$ cat config.mk
export PLATFORM = sky130hd
export DESIGN_NAME = nor_cmd_seq
export DESIGN_NICKNAME = d
export VERILOG_FILES = /design/src/rtl/nor_cmd_pkg.sv /design/src/rtl/nor_cmd_strobe.sv /design/src/rtl/nor_cmd_fsm.sv /design/src/rtl/nor_cmd_store.sv /design/src/rtl/nor_cmd_seq.sv
export SDC_FILE = /design/constraint.sdc
export NUM_CORES = 2
export LEC_CHECK = 0
export ABC_CLOCK_PERIOD_IN_PS = 4900
export BUFFER_PORTS_ARGS = -buffer_cell sky130_fd_sc_hd__buf_2
export CORE_MARGIN = 5
export CORE_UTILIZATION = 57
export DETAILED_ROUTE_END_ITERATION = 8
export PLACE_DENSITY_LB_ADDON = 0.2
export SLEW_MARGIN = 20
export SYNTH_ARGS = -nofsm -noshare
export SYNTH_HDL_FRONTEND = slang
export SYNTH_SLANG_ARGS = --single-unit
$ cat constraint.sdc
create_clock -name clk -period 4.9 [get_ports clk]
set_clock_uncertainty 0.15 [all_clocks]
set_input_delay 0 -clock clk [delete_from_list [all_inputs] [get_ports clk]]
set_output_delay 0 -clock clk [all_outputs]
set_load 0.02 [all_outputs]
$ cat src/rtl/nor_cmd_pkg.sv
package nor_cmd_pkg;

  typedef enum logic [3:0] {
    ST_READ,
    ST_U1,
    ST_U2,
    ST_SET,
    ST_SU1,
    ST_SU2,
    ST_PADDR,
    ST_PBUSY,
    ST_WIN,
    ST_ERASE,
    ST_SUSP
  } fc_state_e;

  localparam logic [7:0] CMD_KEY1  = 8'hAA;
  localparam logic [7:0] CMD_KEY2  = 8'h55;
  localparam logic [7:0] CMD_SETUP = 8'h80;
  localparam logic [7:0] CMD_CHIP  = 8'h10;
  localparam logic [7:0] CMD_SECT  = 8'h30;  // also resume
  localparam logic [7:0] CMD_SUSP  = 8'hB0;
  localparam logic [7:0] CMD_PROG  = 8'hA0;

endpackage

$ cat src/rtl/nor_cmd_strobe.sv
module nor_cmd_strobe (
  input  logic clk,
  input  logic rst,
  input  logic we_n,
  output logic wr_evt
);
  logic we_q;

  always_ff @(posedge clk) begin
    if (rst) we_q <= 1'b1;
    else     we_q <= we_n;
  end

  assign wr_evt = we_n & ~we_q;


  single_edge_chk: assert property (@(posedge clk) disable iff (rst)
    wr_evt |=> !wr_evt);

endmodule

$ cat src/rtl/nor_cmd_fsm.sv
module nor_cmd_fsm
  import nor_cmd_pkg::*;
#(
  parameter int ADDR_W    = 8,
  parameter int SECT_W    = 2,
  parameter int WIN_CYC   = 20,
  parameter int ERASE_CYC = 80,
  parameter int PROG_CYC  = 6,
  parameter int KEY_ADR1  = 'h55,
  parameter int KEY_ADR2  = 'hAA
) (
  input  logic              clk,
  input  logic              rst,
  input  logic              wr_evt,
  input  logic [ADDR_W-1:0] addr,
  input  logic [7:0]        wdata,
  output logic              arr_sel,
  output logic [7:0]        status,
  output logic              busy,
  output logic              mem_we,
  output logic [ADDR_W-1:0] mem_wa,
  output logic [7:0]        mem_wd
);
  localparam int NSECT = 1 << SECT_W;
  localparam int OFF_W = ADDR_W - SECT_W;
  localparam int SECT_BYTES = 1 << OFF_W;
  localparam int TW = $clog2(WIN_CYC + 1);
  localparam int EW = $clog2(ERASE_CYC);
  localparam int PW = $clog2(PROG_CYC + 1);
  localparam logic [ADDR_W-1:0] A1 = ADDR_W'(KEY_ADR1);
  localparam logic [ADDR_W-1:0] A2 = ADDR_W'(KEY_ADR2);

  fc_state_e          st;
  logic               susp, chip;
  logic [NSECT-1:0]   q, q_rest;
  logic [TW-1:0]      tmr;
  logic [EW-1:0]      cnt;
  logic [PW-1:0]      pcnt;
  logic [SECT_W-1:0]  cur, asec;
  logic               a1, a2, step;
  fc_state_e          home;

  assign asec = addr[ADDR_W-1 -: SECT_W];
  assign a1   = (addr == A1);
  assign a2   = (addr == A2);
  assign home = susp ? ST_SUSP : ST_READ;

  always_comb begin
    cur = '0;
    for (int i = NSECT - 1; i >= 0; i--) begin
      if (q[i]) cur = SECT_W'(i);
    end
  end

  always_comb begin
    q_rest = q;
    q_rest[cur] = 1'b0;
  end

  assign step = (st == ST_ERASE) && !(wr_evt && wdata == CMD_SUSP && !chip);

  always_comb begin
    mem_we = 1'b0;
    mem_wa = {cur, cnt[OFF_W-1:0]};
    mem_wd = 8'hFF;
    if (st == ST_PADDR) begin
      mem_we = wr_evt && !(susp && q[asec]);
      mem_wa = addr;
      mem_wd = wdata;
    end else if (step && int'(cnt) < SECT_BYTES) begin
      mem_we = 1'b1;
    end
  end

  assign arr_sel = (st inside {ST_READ, ST_U1, ST_U2, ST_SET, ST_SU1, ST_SU2,
                               ST_PADDR, ST_SUSP}) && !(susp && q[asec]);
  assign status  = {susp, 3'b000, (st == ST_ERASE) || susp, 3'b000};
  assign busy    = st inside {ST_PBUSY, ST_WIN, ST_ERASE};

  always_ff @(posedge clk) begin
    if (rst) begin
      st   <= ST_READ;
      susp <= 1'b0;
      chip <= 1'b0;
      q    <= '0;
      tmr  <= '0;
      cnt  <= '0;
      pcnt <= '0;
    end else begin
      case (st)
        ST_READ, ST_SUSP: if (wr_evt) begin
          if (wdata == CMD_KEY1 && a1) st <= ST_U1;
          else if (st == ST_SUSP && wdata == CMD_SECT) begin
            st   <= ST_ERASE;
            susp <= 1'b0;
          end
        end
        ST_U1: if (wr_evt) st <= (wdata == CMD_KEY2 && a2) ? ST_U2 : home;
        ST_U2: if (wr_evt) begin
          if (wdata == CMD_PROG && a1) st <= ST_PADDR;
          else if (wdata == CMD_SETUP && a1 && !susp) st <= ST_SET;
          else st <= home;
        end
        ST_SET: if (wr_evt) st <= (wdata == CMD_KEY1 && a1) ? ST_SU1 : home;
        ST_SU1: if (wr_evt) st <= (wdata == CMD_KEY2 && a2) ? ST_SU2 : home;
        ST_SU2: if (wr_evt) begin
          if (wdata == CMD_CHIP && a1) begin
            q    <= '1;
            chip <= 1'b1;
            cnt  <= '0;
            st   <= ST_ERASE;
          end else if (wdata == CMD_SECT) begin
            q[asec] <= 1'b1;
            tmr     <= TW'(WIN_CYC);
            cnt     <= '0;
            st      <= ST_WIN;
          end else begin
            st <= home;
          end
        end
        ST_PADDR: if (wr_evt) begin
          st   <= ST_PBUSY;
          pcnt <= PW'(PROG_CYC);
        end
        ST_PBUSY: begin
          if (pcnt <= 1) st <= home;
          else pcnt <= pcnt - 1'b1;
        end
        ST_WIN: begin
          if (wr_evt) begin
            if (wdata == CMD_SECT) begin
              q[asec] <= 1'b1;
              tmr     <= TW'(WIN_CYC);
            end else if (wdata == CMD_SUSP) begin
              st   <= ST_SUSP;
              susp <= 1'b1;
            end else begin
              st <= ST_READ;
              q  <= '0;
            end
          end else if (tmr <= 1) begin
            st <= ST_ERASE;
          end else begin
            tmr <= tmr - 1'b1;
          end
        end
        ST_ERASE: begin
          if (!step) begin
            st   <= ST_SUSP;
            susp <= 1'b1;
          end else if (cnt == EW'(ERASE_CYC - 1)) begin
            cnt    <= '0;
            q[cur] <= 1'b0;
            if (q_rest == '0) begin
              st   <= ST_READ;
              chip <= 1'b0;
            end
          end else begin
            cnt <= cnt + 1'b1;
          end
        end
        default: st <= ST_READ;
      endcase
    end
  end


  win_hold_chk: assert property (@(posedge clk) disable iff (rst)
    (st == ST_WIN && !wr_evt && tmr > 1) |=> (st == ST_WIN));


  win_abort_chk: assert property (@(posedge clk) disable iff (rst)
    (st == ST_WIN && wr_evt && wdata != CMD_SECT && wdata != CMD_SUSP)
      |=> (st == ST_READ && q == '0));


  win_susp_chk: assert property (@(posedge clk) disable iff (rst)
    (st == ST_WIN && wr_evt && wdata == CMD_SUSP) |=> (st == ST_SUSP && !busy));


  erase_only_chk: assert property (@(posedge clk) disable iff (rst)
    (st == ST_ERASE && !(wr_evt && wdata == CMD_SUSP))
      |=> (st == ST_ERASE || st == ST_READ));


  chip_nosusp_chk: assert property (@(posedge clk) disable iff (rst)
    (st == ST_ERASE && chip) |=> !susp);


  susp_work_chk: assert property (@(posedge clk) disable iff (rst)
    susp |-> (q != '0));


  erase_queue_chk: assert property (@(posedge clk) disable iff (rst)
    (st == ST_ERASE) |-> (q != '0));

endmodule

$ cat src/rtl/nor_cmd_store.sv
module nor_cmd_store #(
  parameter int ADDR_W = 8
) (
  input  logic              clk,
  input  logic              rst,
  input  logic              rd_en,
  input  logic [ADDR_W-1:0] rd_addr,
  input  logic              arr_sel,
  input  logic [7:0]        status,
  input  logic              we,
  input  logic [ADDR_W-1:0] wa,
  input  logic [7:0]        wd,
  output logic [7:0]        rd_data
);
  localparam int DEPTH = 1 << ADDR_W;

  logic [7:0] mem [DEPTH];

  always_ff @(posedge clk) begin
    if (we) mem[wa] <= wd;
  end

  always_ff @(posedge clk) begin
    if (rst)        rd_data <= 8'h00;
    else if (rd_en) rd_data <= arr_sel ? mem[rd_addr] : status;
  end


  rd_hold_chk: assert property (@(posedge clk) disable iff (rst)
    !rd_en |=> $stable(rd_data));

endmodule

$ cat src/rtl/nor_cmd_seq.sv
module nor_cmd_seq #(
  parameter int ADDR_W    = 8,
  parameter int SECT_W    = 2,
  parameter int WIN_CYC   = 20,
  parameter int ERASE_CYC = 80,
  parameter int PROG_CYC  = 6,
  parameter int KEY_ADR1  = 'h55,
  parameter int KEY_ADR2  = 'hAA
) (
  input  logic              clk,
  input  logic              rst,
  input  logic              we_n,
  input  logic [ADDR_W-1:0] addr,
  input  logic [7:0]        wdata,
  input  logic              rd_en,
  output logic [7:0]        rd_data,
  output logic              busy
);
  logic              wr_evt, arr_sel, mem_we;
  logic [7:0]        status, mem_wd;
  logic [ADDR_W-1:0] mem_wa;

  nor_cmd_strobe strobe_i (
    .clk    (clk),
    .rst    (rst),
    .we_n   (we_n),
    .wr_evt (wr_evt)
  );

  nor_cmd_fsm #(
    .ADDR_W    (ADDR_W),
    .SECT_W    (SECT_W),
    .WIN_CYC   (WIN_CYC),
    .ERASE_CYC (ERASE_CYC),
    .PROG_CYC  (PROG_CYC),
    .KEY_ADR1  (KEY_ADR1),
    .KEY_ADR2  (KEY_ADR2)
  ) fsm_i (
    .clk     (clk),
    .rst     (rst),
    .wr_evt  (wr_evt),
    .addr    (addr),
    .wdata   (wdata),
    .arr_sel (arr_sel),
    .status  (status),
    .busy    (busy),
    .mem_we  (mem_we),
    .mem_wa  (mem_wa),
    .mem_wd  (mem_wd)
  );

  nor_cmd_store #(.ADDR_W(ADDR_W)) store_i (
    .clk     (clk),
    .rst     (rst),
    .rd_en   (rd_en),
    .rd_addr (addr),
    .arr_sel (arr_sel),
    .status  (status),
    .we      (mem_we),
    .wa      (mem_wa),
    .wd      (mem_wd),
    .rd_data (rd_data)
  );


  busy_reset_chk: assert property (@(posedge clk)
    $fell(rst) |-> (!busy && rd_data == 8'h00));

endmodule

==> impl_metrics.yaml <==
worst_setup_path:
  slowest_delay_ns: 0.90
  path_cells: "dlygate4sd3_1 > buf_2 > nor2b_1 > dlygate4sd3_1 > nor4b_2 > dlygate4sd3_1 > a21oi_1 > buf_4 > a32oi_1 > a21oi_1 > nand2_2 > nor2_1"
  critical-path-top-delay-family: "buffers and inverters"
  crit_buf_inv: 5
  crit_type: "primary input to flip-flop"
  worstPathMaxFanout: 16
  endpoint_kind: "flip-flop"
  crit_slowest_cell: "nor2_1"
  startpoint_type: "primary input"
  path_common_cell: "dlygate4sd3_1"
  cp.arrival_ns: 4.84
  required_ns: 5.19
grt:
  overflow: 0
  grt_use_total_pct: 27.9
  grt_pass1_wl_mm: 302
  grt_max_degree: 134
  grt_pass1_vias: 41300
  antenna_found_initial: 6
yosys:
  synth_edf_count: 2048
  postSynthCellCount: 3884
  yosys.area_share.simple_pct: 3.05
  synthFlopType: "edfxtp_1"
  synthMuxAreaShare_pct: 15.2
  synth_adder_area_share_pct: 0.0894
  synth_area_mm2: 0.0812
  synth_top_family_by_area: "multiplexers"
  synth_compound_gate_area_share_pct: 3.49
  yosysWarningCount: 0
  ys_types: 73
  ys_seq_area_share_pct: 76.6
  synth-seq-cells: 2082
  syn_area_per_cell_um2: 20.9
  synth-xor-area-share_pct: 0.0540
  async_flop_share_pct: 0
  synth_fp_nets: 3909
finish:
  fin_util_pct: 64.6
  postLayoutCellArea_mm2: 0.0915
  drive_gt1_share_pct: 26.2
  final_common_cell: "edfxtp_1"
  nNetsFinal: 4151
  mostFrequentLayoutCells: "edfxtp_1 (2048), mux4_2 (533), nor2_1 (303), clkbuf_16 (198), buf_4 (183)"
  instances_no_fill: 6177
  syn_to_final_growth_pct: 12.7
status:
  status: "completed"
place:
  dp_slack_ns: 0.553
  portBuffers: 28
  post-dp-hpwl_mm: 126
  dp.cells: 5781
  dpl_cell_area_mm2: 0.0847
  routabilityCongestion: 0.978
clock_network:
  htree_levels: 4
  cts_tree: "built"
  clockBufferDepth: 3
  insertion_delay_ns: 0.83
  clkTransAtPathRegs_ns: 0.06
  root_buffer: "clkbuf_16"
  numCtsBuffers: 198
  cts_sinks: 2082
  postCtsResizedCells: 0
timing:
  rsz0062_at_grt: "false"
  min_period_ns: 4.55
  whs_ns: 0.0762
  setup_violations: 0
  worst_pin_slew_ns: 1.26
  final_max_slew_viol_count: 0
  fin_setup_tns_ns: 0
  period_share_pct: 92.8
  setup_ws_ns: 0.354
  fmax_mhz: 220
  finalHoldViolations: 0
  relSlewSlack_pct: 14.9
power:
  p_total_mw: 35.7
  leakage_nw: 28.5
  ir_drop_v: 0.000329
  p_per_area_mw_per_mm2: 391
die:
  start_util_pct: 57.3
  die_w_um: 387
  die_area_mm2: 0.150
  fp-row-count: 138
  core-area_mm2: 0.142
  die_y_um: 387
  boundaryPins: 29
detailed_routing:
  drcViolationCount: 0
  finalWirelength_mm: 209
  drt_iter0_markers: 5539
  via_count: 41900
  ant_nets: 0
  viasPerCell: 6.78
  routedWlPerCell_um: 33.9
  drtPass1Iterations: 9
run:
  max_cap_violations: 0
worst_hold_path:
  hold_path.class: "primary input to flip-flop"
kinds of logic (layout without fill, tap and decap cells):
| logic type | count (synthesis) | after routing |
|---|---|---|
| buffers and inverters | 255 | 656 |
| AO/OA/AOI/OAI | 419 | 419 |
| XOR/XNOR | 5 | 5 |
| AND/OR/NAND/NOR | 552 | 552 |
| multiplexers | 565 | 565 |
| flip-flops | 2082 | 2082 |
| adder cells (fa/ha/maj) | 6 | 6 |
| other | 0 | 2 |
power breakdown:
| part | total (mW) | leakage (nW) | internal [mW] | switching (mW) |
|---|---|---|---|---|
| Combinational | 1.36 | 6.45 | 0.566 | 0.798 |
| Clock | 15.1 | 3.09 | 8.41 | 6.70 |
| Sequential | 19.3 | 18.9 | 19.3 | 0.00879 |
| Total | 35.7 | 28.5 | 28.2 | 7.51 |
final timing paths:
path	from	depth (start not counted)	endpoint	slack (ns)
max	wdata[7]	12	store_i.mem[221][7]$_DFFE_PP_	0.35
min	rst	3	fsm_i.cnt[1]$_SDFFE_PP0P_	0.08
max reg2reg	strobe_i.we_q$_SDFF_PP1_	9	store_i.mem[221][7]$_DFFE_PP_	0.38
min reg2reg	fsm_i.pcnt[1]$_SDFFE_PP0P_	2	fsm_i.pcnt[1]$_SDFFE_PP0P_	0.35
state kept, by name, indices dropped and copies added (netlist names):
register and cells:
store_i.rd_data 8, fsm_i.chip 1, fsm_i.susp 1, fsm_i.st 4
fsm_i.pcnt 3, fsm_i.tmr 5, store_i.mem 2048, fsm_i.q 4
fsm_i.cnt 7, strobe_i.we_q 1
routing by layer:
metal | up-vias | track usage, % | part of all wire, %
li1 | 16700 | - | -
met4 | 4 | 8.51 | 3.3
met5 | - | 0 | 0.013
met2 | 2686 | 43.1 | 48
met1 | 22100 | 40.7 | 38
met3 | 395 | 6.35 | 10
cell type report:
class                      count  area, µm²
antenna                        2       5.00
clock buffer                 237       5120
sequential                  2082      62200
clock inverter               122       1290
tap                         1890       2360
timing repair buffer         279       2570
inverter                      18       68.8
fill                        9196      50100
multi-input combinational   1547      17900
worst reg2reg max path, cell delays in order, from the launching register on:
cell,delay [ns]
dfxtp_1,0.32
nand2b_1,0.32
nor4b_2,0.14
dlygate4sd3_1,0.62
a21oi_1,0.17
buf_4,0.16
a32oi_1,0.12
a21oi_1,0.46
nand2_2,0.77
nor2_1,0.92
synthesized netlist by cell type, types with 4 or more instances:
master        n  area share (%)
o211ai_1      6           0.055
and2_1        6           0.046
or3_1        16            0.12
dfxtp_1      34            0.84
o21ai_0      26            0.16
buf_4        16            0.15
nand3b_1      9           0.083
a32oi_1       4           0.043
a311oi_1      6           0.065
mux2i_1      21            0.26
buf_2        82            0.51
nand2b_1     13            0.10
or2_2         5           0.039
a22oi_1     171             1.6
a31oi_1       5           0.039
nor2_1      304             1.4
inv_1        17           0.079
mux2_2       11            0.15
buf_6        10            0.14
nor3_1       16           0.099
and3_1        4           0.031
a221oi_1      8           0.086
mux4_2      533              15
clkbuf_1    110            0.51
nand3_1      26            0.16
nor2b_1      19            0.15
o22ai_1      16            0.12
o31ai_1      12            0.11
nand2_1      87            0.40
nor4_1       23            0.18
ha_1          5           0.077
buf_1        17           0.079
a2111oi_0     6           0.065
nand4_1       9           0.069
a211oi_1     10           0.092
a21oi_1     116            0.72
edfxtp_1   2048              76
what timing repair did:
item,in CTS,in global routing
endpoints found under the hold margin,126,0
buffers inserted,0,0
hold buffers,35,0
Note: power is estimated with default switching activity, not from simulation.
